--- config.mk ---
export PLATFORM = sky130hd
export DESIGN_NAME = pcseq_top
export DESIGN_NICKNAME = d
export VERILOG_FILES = /design/src/rtl/pcseq_pkg.sv /design/src/rtl/pcseq_arbiter.sv /design/src/rtl/pcseq_nextpc.sv /design/src/rtl/pcseq_link.sv /design/src/rtl/pcseq_top.sv
export SDC_FILE = /design/constraint.sdc
export NUM_CORES = 1
export LEC_CHECK = 0
export BUFFER_PORTS_ARGS = -buffer_cell sky130_fd_sc_hd__buf_4
export CORE_AREA = 5 5 98 100
export CTS_CLUSTER_DIAMETER = 100
export CTS_CLUSTER_SIZE = 25
export DETAILED_ROUTE_END_ITERATION = 6
export DIE_AREA = 0 0 103 105
export GPL_ROUTABILITY_DRIVEN = 0
export HOLD_SLACK_MARGIN = 0.12
export PLACE_DENSITY_LB_ADDON = 0.25
export SETUP_SLACK_MARGIN = 0.1
export SYNTH_ARGS = -nofsm -noshare
export SYNTH_HDL_FRONTEND = slang
export SYNTH_SLANG_ARGS = --single-unit
--- constraint.sdc ---
create_clock -name clk -period 2.1 [get_ports clk]
set_input_delay 0.42 -clock clk [delete_from_list [all_inputs] [get_ports clk]]
set_output_delay 0.42 -clock clk [all_outputs]
set_load 0.03 [all_outputs]
--- src/rtl/pcseq_pkg.sv ---
package pcseq_pkg;
  typedef enum logic [2:0] {
    OP_HOLD = 3'd0,
    OP_STEP = 3'd1,
    OP_JUMP = 3'd2,
    OP_CALL = 3'd3,
    OP_RET  = 3'd4
  } pc_op_e;
endpackage

--- src/rtl/pcseq_arbiter.sv ---
module pcseq_arbiter
  import pcseq_pkg::*;
(
  input  logic   adv,
  input  logic   br_req,
  input  logic   call_req,
  input  logic   ret_req,
  output pc_op_e op
);
  always_comb begin
    if (ret_req)       op = OP_RET;
    else if (call_req) op = OP_CALL;
    else if (br_req)   op = OP_JUMP;
    else if (adv)      op = OP_STEP;
    else               op = OP_HOLD;
  end

  // a higher-ranked request must never lose to a lower-ranked one
  always_comb begin
    if (ret_req) begin
      assert_ret_wins_R8: assert (op == OP_RET);
    end
    if (call_req && !ret_req) begin
      assert_call_wins_R8: assert (op == OP_CALL);
    end
  end
endmodule

--- src/rtl/pcseq_nextpc.sv ---
module pcseq_nextpc
  import pcseq_pkg::*;
#(
  parameter int ADDR_W = 32
) (
  input  logic [ADDR_W-1:0] pc,
  input  pc_op_e            op,
  input  logic              compact,
  input  logic [ADDR_W-1:0] tgt_addr,
  input  logic [ADDR_W-1:0] lr_rd,
  output logic [ADDR_W-1:0] next_pc,
  output logic [ADDR_W-1:0] seq_pc
);
  localparam logic [ADDR_W-1:0] STEP_FULL    = ADDR_W'(4);
  localparam logic [ADDR_W-1:0] STEP_COMPACT = ADDR_W'(2);
  localparam logic [ADDR_W-1:0] MASK_FULL    = ~ADDR_W'(3);
  localparam logic [ADDR_W-1:0] MASK_COMPACT = ~ADDR_W'(1);

  logic [ADDR_W-1:0] step;
  logic [ADDR_W-1:0] mask;

  assign step   = compact ? STEP_COMPACT : STEP_FULL;
  assign mask   = compact ? MASK_COMPACT : MASK_FULL;
  assign seq_pc = (pc + step) & mask;

  always_comb begin
    unique case (op)
      OP_STEP: next_pc = seq_pc;
      OP_JUMP: next_pc = tgt_addr & mask;
      OP_CALL: next_pc = tgt_addr & mask;
      OP_RET:  next_pc = lr_rd & mask;
      default: next_pc = pc;
    endcase
  end

  // the chosen address never carries an odd byte offset
  always_comb begin
    assert_next_even_R7: assert (op == OP_HOLD || next_pc[0] == 1'b0);
  end
endmodule

--- src/rtl/pcseq_link.sv ---
module pcseq_link
  import pcseq_pkg::*;
#(
  parameter int ADDR_W = 32
) (
  input  logic              clk,
  input  logic              rst,
  input  pc_op_e            op,
  input  logic [ADDR_W-1:0] seq_pc,
  output logic              lr_we,
  output logic [ADDR_W-1:0] lr_wdata
);
  always_ff @(posedge clk) begin
    if (rst) begin
      lr_we    <= 1'b0;
      lr_wdata <= '0;
    end else begin
      lr_we <= (op == OP_CALL);
      if (op == OP_CALL) lr_wdata <= seq_pc;
    end
  end

  // the strobe only follows a served call
  assert_we_after_call_R9: assert property (@(posedge clk) disable iff (rst)
    lr_we |-> ($past(op) == OP_CALL));

  // a served call always raises the strobe with the return address
  assert_call_writes_R5: assert property (@(posedge clk) disable iff (rst)
    (op == OP_CALL) |=> (lr_we && lr_wdata == $past(seq_pc)));
endmodule

--- src/rtl/pcseq_top.sv ---
module pcseq_top
  import pcseq_pkg::*;
#(
  parameter int              ADDR_W     = 32,
  parameter logic [ADDR_W-1:0] START_ADDR = 32'h0000_0100
) (
  input  logic              clk,
  input  logic              rst,
  input  logic              adv,
  input  logic              compact,
  input  logic              br_req,
  input  logic              call_req,
  input  logic              ret_req,
  input  logic [ADDR_W-1:0] tgt_addr,
  input  logic [ADDR_W-1:0] lr_rd,
  output logic [ADDR_W-1:0] fetch_addr,
  output logic              lr_we,
  output logic [ADDR_W-1:0] lr_wdata
);
  localparam logic [ADDR_W-1:0] LOW1 = ADDR_W'(1);
  localparam logic [ADDR_W-1:0] LOW3 = ADDR_W'(3);

  pc_op_e            op;
  logic [ADDR_W-1:0] next_pc;
  logic [ADDR_W-1:0] seq_pc;

  pcseq_arbiter u_arb (
    .adv      (adv),
    .br_req   (br_req),
    .call_req (call_req),
    .ret_req  (ret_req),
    .op       (op)
  );

  pcseq_nextpc #(.ADDR_W(ADDR_W)) u_next (
    .pc       (fetch_addr),
    .op       (op),
    .compact  (compact),
    .tgt_addr (tgt_addr),
    .lr_rd    (lr_rd),
    .next_pc  (next_pc),
    .seq_pc   (seq_pc)
  );

  pcseq_link #(.ADDR_W(ADDR_W)) u_link (
    .clk      (clk),
    .rst      (rst),
    .op       (op),
    .seq_pc   (seq_pc),
    .lr_we    (lr_we),
    .lr_wdata (lr_wdata)
  );

  always_ff @(posedge clk) begin
    if (rst) fetch_addr <= START_ADDR;
    else     fetch_addr <= next_pc;
  end

  // reset restores the start address and clears the strobe
  assert_reset_start_R1: assert property (@(posedge clk)
    rst |=> (fetch_addr == START_ADDR && !lr_we));

  // a return reloads the aligned link value
  assert_return_load_R6: assert property (@(posedge clk) disable iff (rst)
    (!$past(rst) && $past(ret_req)) |->
      fetch_addr == ($past(compact) ? ($past(lr_rd) & ~LOW1)
                                    : ($past(lr_rd) & ~LOW3)));

  // with nothing requested the address holds
  assert_idle_holds_R9: assert property (@(posedge clk) disable iff (rst)
    (!$past(rst) && !$past(adv) && !$past(br_req) && !$past(call_req) && !$past(ret_req))
      |-> ($stable(fetch_addr) && !lr_we));

  // an unopposed branch lands on the aligned target
  assert_branch_load_R4: assert property (@(posedge clk) disable iff (rst)
    (!$past(rst) && $past(br_req) && !$past(call_req) && !$past(ret_req)) |->
      fetch_addr == ($past(compact) ? ($past(tgt_addr) & ~LOW1)
                                    : ($past(tgt_addr) & ~LOW3)));
endmodule

==> impl_metrics.ini, run 1 <==
[hold_path]
min_path_cells = 3
hold_class = primary input to flip-flop

[grt]
grt_pass1_vias = 4326
grt_max_degree = 33
overflow = 0
antenna_found_initial = 0
grtUsageMet1_pct = 31.8
grt_pass1_wl_mm = 21.5
grt-busiest-layer = met2
globalRouteMet3Util_pct = 4.20
grt.total_usage_pct = 24.9
use_met2_pct = 41.2

[clock_tree]
root_buffer = clkbuf_8
ctsHtreeMaxLevel = 3
cts_sinks = 63
cts_tree = yes
clockBufferDepth = 2
insertion_delay_ps = 350
clk_pin_slew_worst_paths_ps = 70
cts_buffers = 9

[yosys]
syn_inst = 497
yosys_warnings = 0
async_flop_share_pct = 0
ys_ff_latch = 63
synth_top_flop_cell = dfxtp_1
netlist_area_um2 = 3840
avgSynthCellArea_um2 = 7.73
synth-edff-count = 0
synthDistinctLibCells = 60
seq_area_frac_synth_pct = 32.8

[die]
die_w_um = 103
fp-row-count = 34
io_pins = 136
coreArea_um2 = 8590
fp.dieH_um = 105
dieArea_um2 = 10800
start_util_pct = 44.7

[sta]
fin_setup_tns_ps = 0
skew_ps = 8.31
fin_ws_ps = 138
post-route-min-period_ps = 1960
fmaxAchievable_mhz = 510
slew_violations = 0
rsz0062_at_grt = yes
finalCritPeriodShare_pct = 93.4
hold_viol = 0
finalSetupViolations = 0

[power_and_ir_drop]
p_int_w = 0.00233
power_w = 0.00338
ir_drop_mv = 0.326
pwr-share-clk_pct = 34.6
swShare_pct = 31.1
combPwrFrac_pct = 25.5
leakagePower_nw = 2.39
seqPwrFrac_pct = 39.8
p_per_area_nw_per_um2 = 612
p_sw_w = 0.00105

[final_layout]
fillers = 780
antenna_cells = 0
drive_above_1_share_pct = 36.9
layout-area-overhead-vs-synth_pct = 43.8
finalNetCount = 723
fin_cells = 763
design_area_um2 = 5530
layout_common_cells = buf_4, dfxtp_1, a21oi_1
final_common_cell = buf_4

[placement]
place_area_um2 = 5190
place_inst = 743
place_hpwl_mm = 10.1
io_buffers = 131
preCtsSetupSlack_ps = -89.6

[setup_path]
worst-path-stages = 8
crit_chain = and2_4, fa_2, inv_2, nor4_4, buf_4, nand4_1, buf_4, a211oi_1
crit_buf_inv = 3
crit_family = simple AND/OR/NAND/NOR gates
worstPathRequired_ps = 2360
cpPeakStageDelay_ps = 400
cp_max_fo = 7
critPathArrivalTime_ps = 2220
path_class = flip-flop to flip-flop
slowest_stage = dfxtp_4
cp-end-kind = flip-flop
path_common_cell = buf_4
startpoint_type = flip-flop
r2r_cells = 8

[drt]
vias = 4466
ant_nets = 0
drt_pass1_iterations = 4
routedWlPerCell_um = 17.9
drt_iter0_markers = 225
drc_errors = 0
routed_wirelength_mm = 13.7
drt-vias-per-instance = 5.85

[run_status]
status = complete, no violations

[run]
maxCapViolations = 0
==> cell families after synthesis <==
group           count (synthesis)  share of synthesized area (%)
fa+ha+maj                       2                          0.846
simple gates                  195                           28.4
buf+inv                        53                           5.76
xor+xnor                       33                           7.52
other cells                     1                         0.0976
compound gates                147                           23.8
mux                             3                          0.781
flops                          63                           32.8
==> power by group through the flow <==
stage          clock network (W)  registers (W)  logic (W)
2_1_floorplan                  0        0.00152   0.000328
3_3_place_gp                   0        0.00137   0.000836
3_5_place_dp                   0        0.00137   0.000851
4_1_cts                  0.00117        0.00135   0.000854
5_1_grt                  0.00123        0.00136   0.000928
6_report                 0.00117        0.00135   0.000863
==> synth_stat cells (2+ instances only) <==
master | count | area (µm²)
a21o_1 | 2 | 15.0
nor2_1 | 38 | 143
xor2_1 | 13 | 114
nor4_4 | 2 | 42.5
nor4b_1 | 3 | 26.3
a311oi_1 | 2 | 17.5
a31o_2 | 3 | 26.3
o31ai_1 | 3 | 22.5
nand2b_1 | 2 | 12.5
o221a_2 | 2 | 22.5
a211oi_1 | 16 | 120
nor4_2 | 2 | 25.0
nand2_1 | 41 | 154
nand3_1 | 21 | 105
a221oi_1 | 2 | 17.5
nor4_1 | 5 | 31.3
mux2i_1 | 3 | 30.0
xnor2_1 | 20 | 175
inv_1 | 10 | 37.5
o22ai_1 | 5 | 31.3
nand4_1 | 13 | 81.3
nor3_2 | 2 | 20.0
a31oi_1 | 8 | 50.1
and2_1 | 10 | 62.6
and3_1 | 22 | 138
dfxtp_1 | 63 | 1260
o21ai_0 | 38 | 190
and4_1 | 5 | 43.8
nor3_1 | 13 | 65.1
buf_2 | 11 | 55.1
buf_4 | 2 | 15.0
nor2b_1 | 2 | 12.5
buf_1 | 3 | 11.3
or3_1 | 5 | 31.3
o21a_1 | 4 | 30.0
clkbuf_1 | 26 | 97.6
a221o_1 | 4 | 40.0
a21oi_1 | 49 | 245
==> layer usage <==
layer	up-vias	wire (µm)
met5	-	0
met4	0	324
met3	25	1090
met2	212	6730
met1	2114	5530
li1	2115	-
==> final cells by class <==
| cell class | instances | area [µm²] | share of cell area, % |
|---|---|---|---|
| timing repair buffer | 184 | 1380 | 25.0 |
| inverter | 10 | 37.5 | 0.679 |
| multi-input combinational | 382 | 2480 | 44.9 |
| clock inverter | 2 | 35.0 | 0.634 |
| sequential | 63 | 1270 | 23.0 |
| clock buffer | 14 | 184 | 3.33 |
| tap | 108 | 135 | 2.45 |
==> final timing paths <==
check | slack (ps) | from | end
hold / removal | 310 | lr_rd[3] | fetch_addr[3]
setup / recovery | 140 | fetch_addr[1] | u_link.lr_wdata[29]
setup reg to reg | 140 | fetch_addr[1] | u_link.lr_wdata[29]
hold reg to reg | 480 | u_link.lr_wdata[1] | u_link.lr_wdata[1]
==> worst min-delay path: cells and delay by family <==
| kind | cells | cell delay, ps |
|---|---|---|
| AOI/OAI and AO/OA | 1 | 50 |
| buffers and inverters | 1 | 80 |
| and+or+nand+nor | 1 | 70 |
==> sequential cells by signal, indices dropped and copies added, names as in the netlist <==
register,flops
u_link.lr_wdata,31
fetch_addr,31
u_link.lr_we,1
==> repair_timing <==
action | in CTS | in global routing
gates cloned | 0 | 0
buffers inserted | 0 | 4
setup endpoints to repair | 1 | 20
pin swaps | 0 | 4
hold buffers | 0 | 0
gates resized for setup | 1 | 17
==> per-stage QoR <==
step / utilization (%) / hold WS [ps]
after floorplan: - / 565
after global placement: 60.5 / 455
after detailed placement: 60.5 / 468
after CTS: 63.1 / 303
after global routing: 64.3 / 360
final: 64.3 / 309
(Power assumes the default switching activity.)
==> run 2, diff against run 1 <==
--- a/config.mk
+++ b/config.mk
@@ -6,11 +6,11 @@
 export NUM_CORES = 1
 export LEC_CHECK = 0
 export BUFFER_PORTS_ARGS = -buffer_cell sky130_fd_sc_hd__buf_4
-export CORE_AREA = 5 5 98 100
+export CORE_AREA = 5 5 91 93
 export CTS_CLUSTER_DIAMETER = 100
 export CTS_CLUSTER_SIZE = 25
 export DETAILED_ROUTE_END_ITERATION = 6
-export DIE_AREA = 0 0 103 105
+export DIE_AREA = 0 0 96 98
 export GPL_ROUTABILITY_DRIVEN = 0
 export HOLD_SLACK_MARGIN = 0.12
 export PLACE_DENSITY_LB_ADDON = 0.25
==> constraint.sdc (replaced) <==
create_clock -name clk -period 2.5 [get_ports clk]
set_input_delay 0.5 -clock clk [delete_from_list [all_inputs] [get_ports clk]]
set_output_delay 0.5 -clock clk [all_outputs]
set_load 0.03 [all_outputs]
==> impl_metrics.ini, run 2 (same netlist as run 1, synthesis figures left out) <==
[run_status]
status = complete, no violations

[grt]
grt_max_degree = 43
grt.total_usage_pct = 27.0
antenna_found_initial = 0
overflow = 0
grt_pass1_vias = 4196
grt-busiest-layer = met2
grt_pass1_wl_mm = 20.2
grtUsageMet1_pct = 34.5
globalRouteMet3Util_pct = 4.47
use_met2_pct = 43.8

[die]
fp-row-count = 32
dieArea_um2 = 9410
start_util_pct = 51.6
coreArea_um2 = 7450
io_pins = 136
fp.dieH_um = 98
die_w_um = 96

[clock_tree]
cts_sinks = 63
clockBufferDepth = 2
ctsHtreeMaxLevel = 3
cts_hold_buf = 0
clk_pin_slew_worst_paths_ps = 70
insertion_delay_ps = 340
cts_tree = yes
cts_buffers = 9
root_buffer = clkbuf_8

[sta]
slew_headroom_pct = 64.6
rsz0062_at_grt = no
finalSetupViolations = 0
post-route-min-period_ps = 2220
fin_setup_tns_ps = 0
skew_ps = 14.2
worstMarginPinSlew_ps = 529
slew_violations = 0
hold_viol = 0
finalCritPeriodShare_pct = 89.0
fin_ws_ps = 275
fmaxAchievable_mhz = 449

[final_layout]
antenna_cells = 0
layout-area-overhead-vs-synth_pct = 34.1
layout_common_cells = buf_4, dfxtp_1, a21oi_1
reg_top3 = fetch_addr (31), u_link.lr_wdata (31), u_link.lr_we (1)
drive_above_1_share_pct = 30.7
final_common_cell = buf_4
finalNetCount = 696

[setup_path]
path_class = flip-flop to flip-flop
regToRegSetupSlack_ps = 280
r2r_cells = 7
cp-end-kind = flip-flop
cp_max_fo = 7
critPathArrivalTime_ps = 2470
startpoint_type = flip-flop
reg2reg_from = fetch_addr[1]
worstPathRequired_ps = 2750
reg2reg_to = fetch_addr[29]

[drt]
drt_iter0_markers = 322
drc_errors = 0
drt_pass1_iterations = 4
ant_nets = 0
drt-vias-per-instance = 6.03
routedWlPerCell_um = 17.7
vias = 4392
routed_wirelength_mm = 12.9

[hold_path]
hold_class = primary input to flip-flop
min_from = lr_rd[3]
holdPathEnd = fetch_addr[3]
min_path_cells = 3

[placement]
preCtsSetupSlack_ps = 109
place_hpwl_mm = 9.52
io_buffers = 131

[power_and_ir_drop]
p_int_w = 0.00176
pwr-share-clk_pct = 30.4
seqPwrFrac_pct = 43.9
leakagePower_nw = 2.19
p_sw_w = 0.000853
combPwrFrac_pct = 25.7
ir_drop_mv = 0.260
swShare_pct = 32.7
p_per_area_nw_per_um2 = 506

[run]
maxCapViolations = 0
## run 2: repair_timing
action	CTS	global route
resized for setup	0	1
setup buffers	0	0
setup endpoints to repair	0	3
## run 2: routing by layer
layer  vias to the layer above  share of wire, %
met4                         0               3.7
li1                       2054                 -
met2                       211                49
met3                        42               7.3
met5                         -                 0
met1                      2085                40
## run 2: worst max-delay path by stage
| stage | from | to | slack (ps) | cells past startpoint |
|---|---|---|---|---|
| floorplan | compact | fetch_addr[22] | 250 | 8 |
| global placement | compact | fetch_addr[27] | 170 | 8 |
| detailed placement | compact | fetch_addr[19] | 110 | 8 |
| CTS | fetch_addr[1] | fetch_addr[19] | 240 | 7 |
| global route | fetch_addr[1] | fetch_addr[29] | 140 | 7 |
| finish | fetch_addr[1] | fetch_addr[29] | 280 | 7 |
## run 2: critical path, cell delays in order, from the launching register on
cell,delay (ps)
dfxtp_1,450
and2_1,190
fa_1,210
inv_1,120
nor4_4,490
nand4_1,280
mux2i_1,180
a211oi_1,220
## run 2: power by group through the flow
stage	Combinational [W]	Clock (W)	Sequential (W)
6_report	0.000670	0.000793	0.00115
5_1_grt	0.000718	0.000844	0.00116
4_1_cts	0.000668	0.000798	0.00114
3_5_place_dp	0.000665	0	0.00117
3_3_place_gp	0.000654	0	0.00116
2_1_floorplan	0.000269	0	0.00127
## run 2: metrics by stage
step	utilization [%]	cells	total power [W]	hold slack (ps)	area [µm²]
after floorplan	-	498	0.00154	580	3850
after global placement	66.8	714	0.00182	446	4980
after detailed placement	66.8	714	0.00183	456	4980
after CTS	69.1	728	0.00261	399	5150
after global routing	69.2	728	0.00272	418	5150
final	69.2	728	0.00261	396	5150
## run 2: final cells by class
class	instances	area, µm²
clock buffer	11	151
clock inverter	3	20.0
fill	645	2290
inverter	10	37.5
multi-input combinational	382	2380
sequential	63	1260
tap	102	128
timing repair buffer	157	1180
==> run 3, diff against run 2 <==
--- a/config.mk
+++ b/config.mk
@@ -5,12 +5,13 @@
 export SDC_FILE = /design/constraint.sdc
 export NUM_CORES = 1
 export LEC_CHECK = 0
+export ABC_AREA = 1
 export BUFFER_PORTS_ARGS = -buffer_cell sky130_fd_sc_hd__buf_4
-export CORE_AREA = 5 5 91 93
+export CORE_AREA = 5 5 89 91
 export CTS_CLUSTER_DIAMETER = 100
 export CTS_CLUSTER_SIZE = 25
 export DETAILED_ROUTE_END_ITERATION = 6
-export DIE_AREA = 0 0 96 98
+export DIE_AREA = 0 0 94 96
 export GPL_ROUTABILITY_DRIVEN = 0
 export HOLD_SLACK_MARGIN = 0.12
 export PLACE_DENSITY_LB_ADDON = 0.25
==> impl_metrics.ini, run 3 <==
[run_status]
status = complete, no violations

[clock_tree]
clockBufferDepth = 2
cts_resized = 0
cts_buffers = 9
clk_pin_slew_worst_paths_ps = 70
cts_tree = yes
insertion_delay_ps = 350
root_buffer = clkbuf_8
ctsHtreeMaxLevel = 3
cts_hold_buf = 0
cts_sinks = 63
cts_setup_buffers = 0

[setup_path]
critPathArrivalTime_ps = 2410
crit_chain = nand2_1, inv_1, fa_1, nand3_2, inv_2, nand2_2, nor2_2, nand2_1, nor2_1, xor2_1, nand2_1, a21oi_1
cp-end-kind = flip-flop
startpoint_type = flip-flop
path_class = flip-flop to flip-flop
cp_max_fo = 4
slowest_stage = dfxtp_1
cpPeakStageDelay_ps = 380
path_common_cell = nand2_1
worstPathRequired_ps = 2780

[yosys]
synth_most_common_cell = nand2_1
yosys.area.top_type = dfxtp_1
synth.area.top_cells = dfxtp_1, nand2_1, nor2_1, inv_1, o21ai_0
syn_inst = 588
async_flop_share_pct = 0
synth-edff-count = 0
yosysTopAreaCellShare_pct = 34.1
synth_top_flop_cell = dfxtp_1
avgSynthCellArea_um2 = 6.29
netlist_area_um2 = 3700
synthDistinctLibCells = 33
seq_area_frac_synth_pct = 34.1
ys_ff_latch = 63
synth_common_cells = nand2_1, nor2_1, inv_1
yosys_warnings = 0

[final_layout]
layout-area-overhead-vs-synth_pct = 33.7
drive_above_1_share_pct = 23.2
final_common_cell = nand2_1
reg_top3 = fetch_addr (31), u_link.lr_wdata (31), u_link.lr_we (1)
finalNetCount = 783
layout_common_cells = nand2_1, buf_4, nor2_1
antenna_cells = 0

[die]
fp.dieH_um = 96
die_w_um = 94
coreArea_um2 = 7060
io_pins = 136
fp-row-count = 31
dieArea_um2 = 9020
start_util_pct = 52.4

[sta]
rsz0062_at_grt = no
post-route-min-period_ps = 2130
fin_setup_tns_ps = 0
fmaxAchievable_mhz = 470
worstMarginPinSlew_ps = 741
hold_viol = 0
finalCritPeriodShare_pct = 85.0
finalSetupViolations = 0
skew_ps = 6.08
slew_headroom_pct = 50.5
slew_violations = 0

[run]
maxCapViolations = 0

[grt]
antenna_found_initial = 0
grt_pass1_wl_mm = 19.0
grt_max_degree = 43
overflow = 0
grt.total_usage_pct = 26.6
grt_pass1_vias = 4031

[placement]
place_hpwl_mm = 8.73
io_buffers = 131

[drt]
drt-vias-per-instance = 5.30
drc_errors = 0
routed_wirelength_mm = 11.9
routedWlPerCell_um = 14.7
ant_nets = 0
vias = 4318
drt_pass1_iterations = 5
drt_iter0_markers = 324

[power_and_ir_drop]
p_per_area_nw_per_um2 = 552
ir_drop_mv = 0.428
leakagePower_nw = 2.44
power_w = 0.00273

[hold_path]
hold_class = primary input to flip-flop
run 3: final cells by class:
cell class	instances	area, µm²
Timing Repair Buffer	139	1040
Inverter	70	263
Sequential cell	63	1260
Multi-Input combinational cell	427	2050
Clock inverter	5	57.6
Clock buffer	11	141
Tap cell	99	124
Fill cell	626	2110
run 3: kinds of logic (layout without fill, tap and decap cells):
| group | after synthesis | after routing | synth area share (%) |
|---|---|---|---|
| flip-flops | 63 | 63 | 34.1 |
| XOR/XNOR | 17 | 17 | 4.03 |
| other | 1 | 2 | 0.101 |
| adder cells (fa/ha/maj) | 2 | 2 | 0.880 |
| AND/OR/NAND/NOR | 295 | 295 | 32.5 |
| AO/OA/AOI/OAI | 111 | 111 | 17.9 |
| buffers and inverters | 99 | 225 | 10.5 |
run 3: critical path: cells and delay by family (launching register included):
family	cells	cell delay [ps]
XOR/XNOR	1	200
flip-flops	1	380
buffers and inverters	2	270
adder cells (fa/ha/maj)	1	240
AND/OR/NAND/NOR	7	820
AO/OA/AOI/OAI	1	150
run 3: stage by stage:
| stage | hold WS [ps] | cells | utilization (%) | worst slack, ps | area (µm²) |
|---|---|---|---|---|---|
| after floorplan | 599 | 589 | - | 467 | 3700 |
| after global placement | 464 | 798 | 67.2 | 239 | 4750 |
| after detailed placement | 470 | 798 | 67.2 | 197 | 4750 |
| after CTS | 380 | 814 | 70.0 | 387 | 4940 |
| after global routing | 412 | 814 | 70.0 | 137 | 4940 |
| final | 383 | 814 | 70.0 | 374 | 4940 |
run 3: power breakdown:
part | switching (W) | total, W | internal [W]
clock | 0.000427 | 0.000913 | 0.000486
sequential | 0.0000763 | 0.00115 | 0.00108
combinational | 0.000396 | 0.000660 | 0.000264
run 3: final timing paths:
path / end / start / cells after the start / slack (ps)
max: fetch_addr[19] / fetch_addr[1] / 12 / 370
min: fetch_addr[8] / tgt_addr[8] / 3 / 380
max reg2reg: fetch_addr[19] / fetch_addr[1] / 12 / 370
min reg2reg: u_link.lr_wdata[1] / u_link.lr_wdata[1] / 2 / 480
run 3: layer usage:
layer	global-route usage (%)	up-vias	routed length [µm]
li1	-	2113	-
met1	31.3	1962	4720
met2	46.2	215	5930
met3	5.63	28	962
met4	12.8	0	317
met5	0	-	0
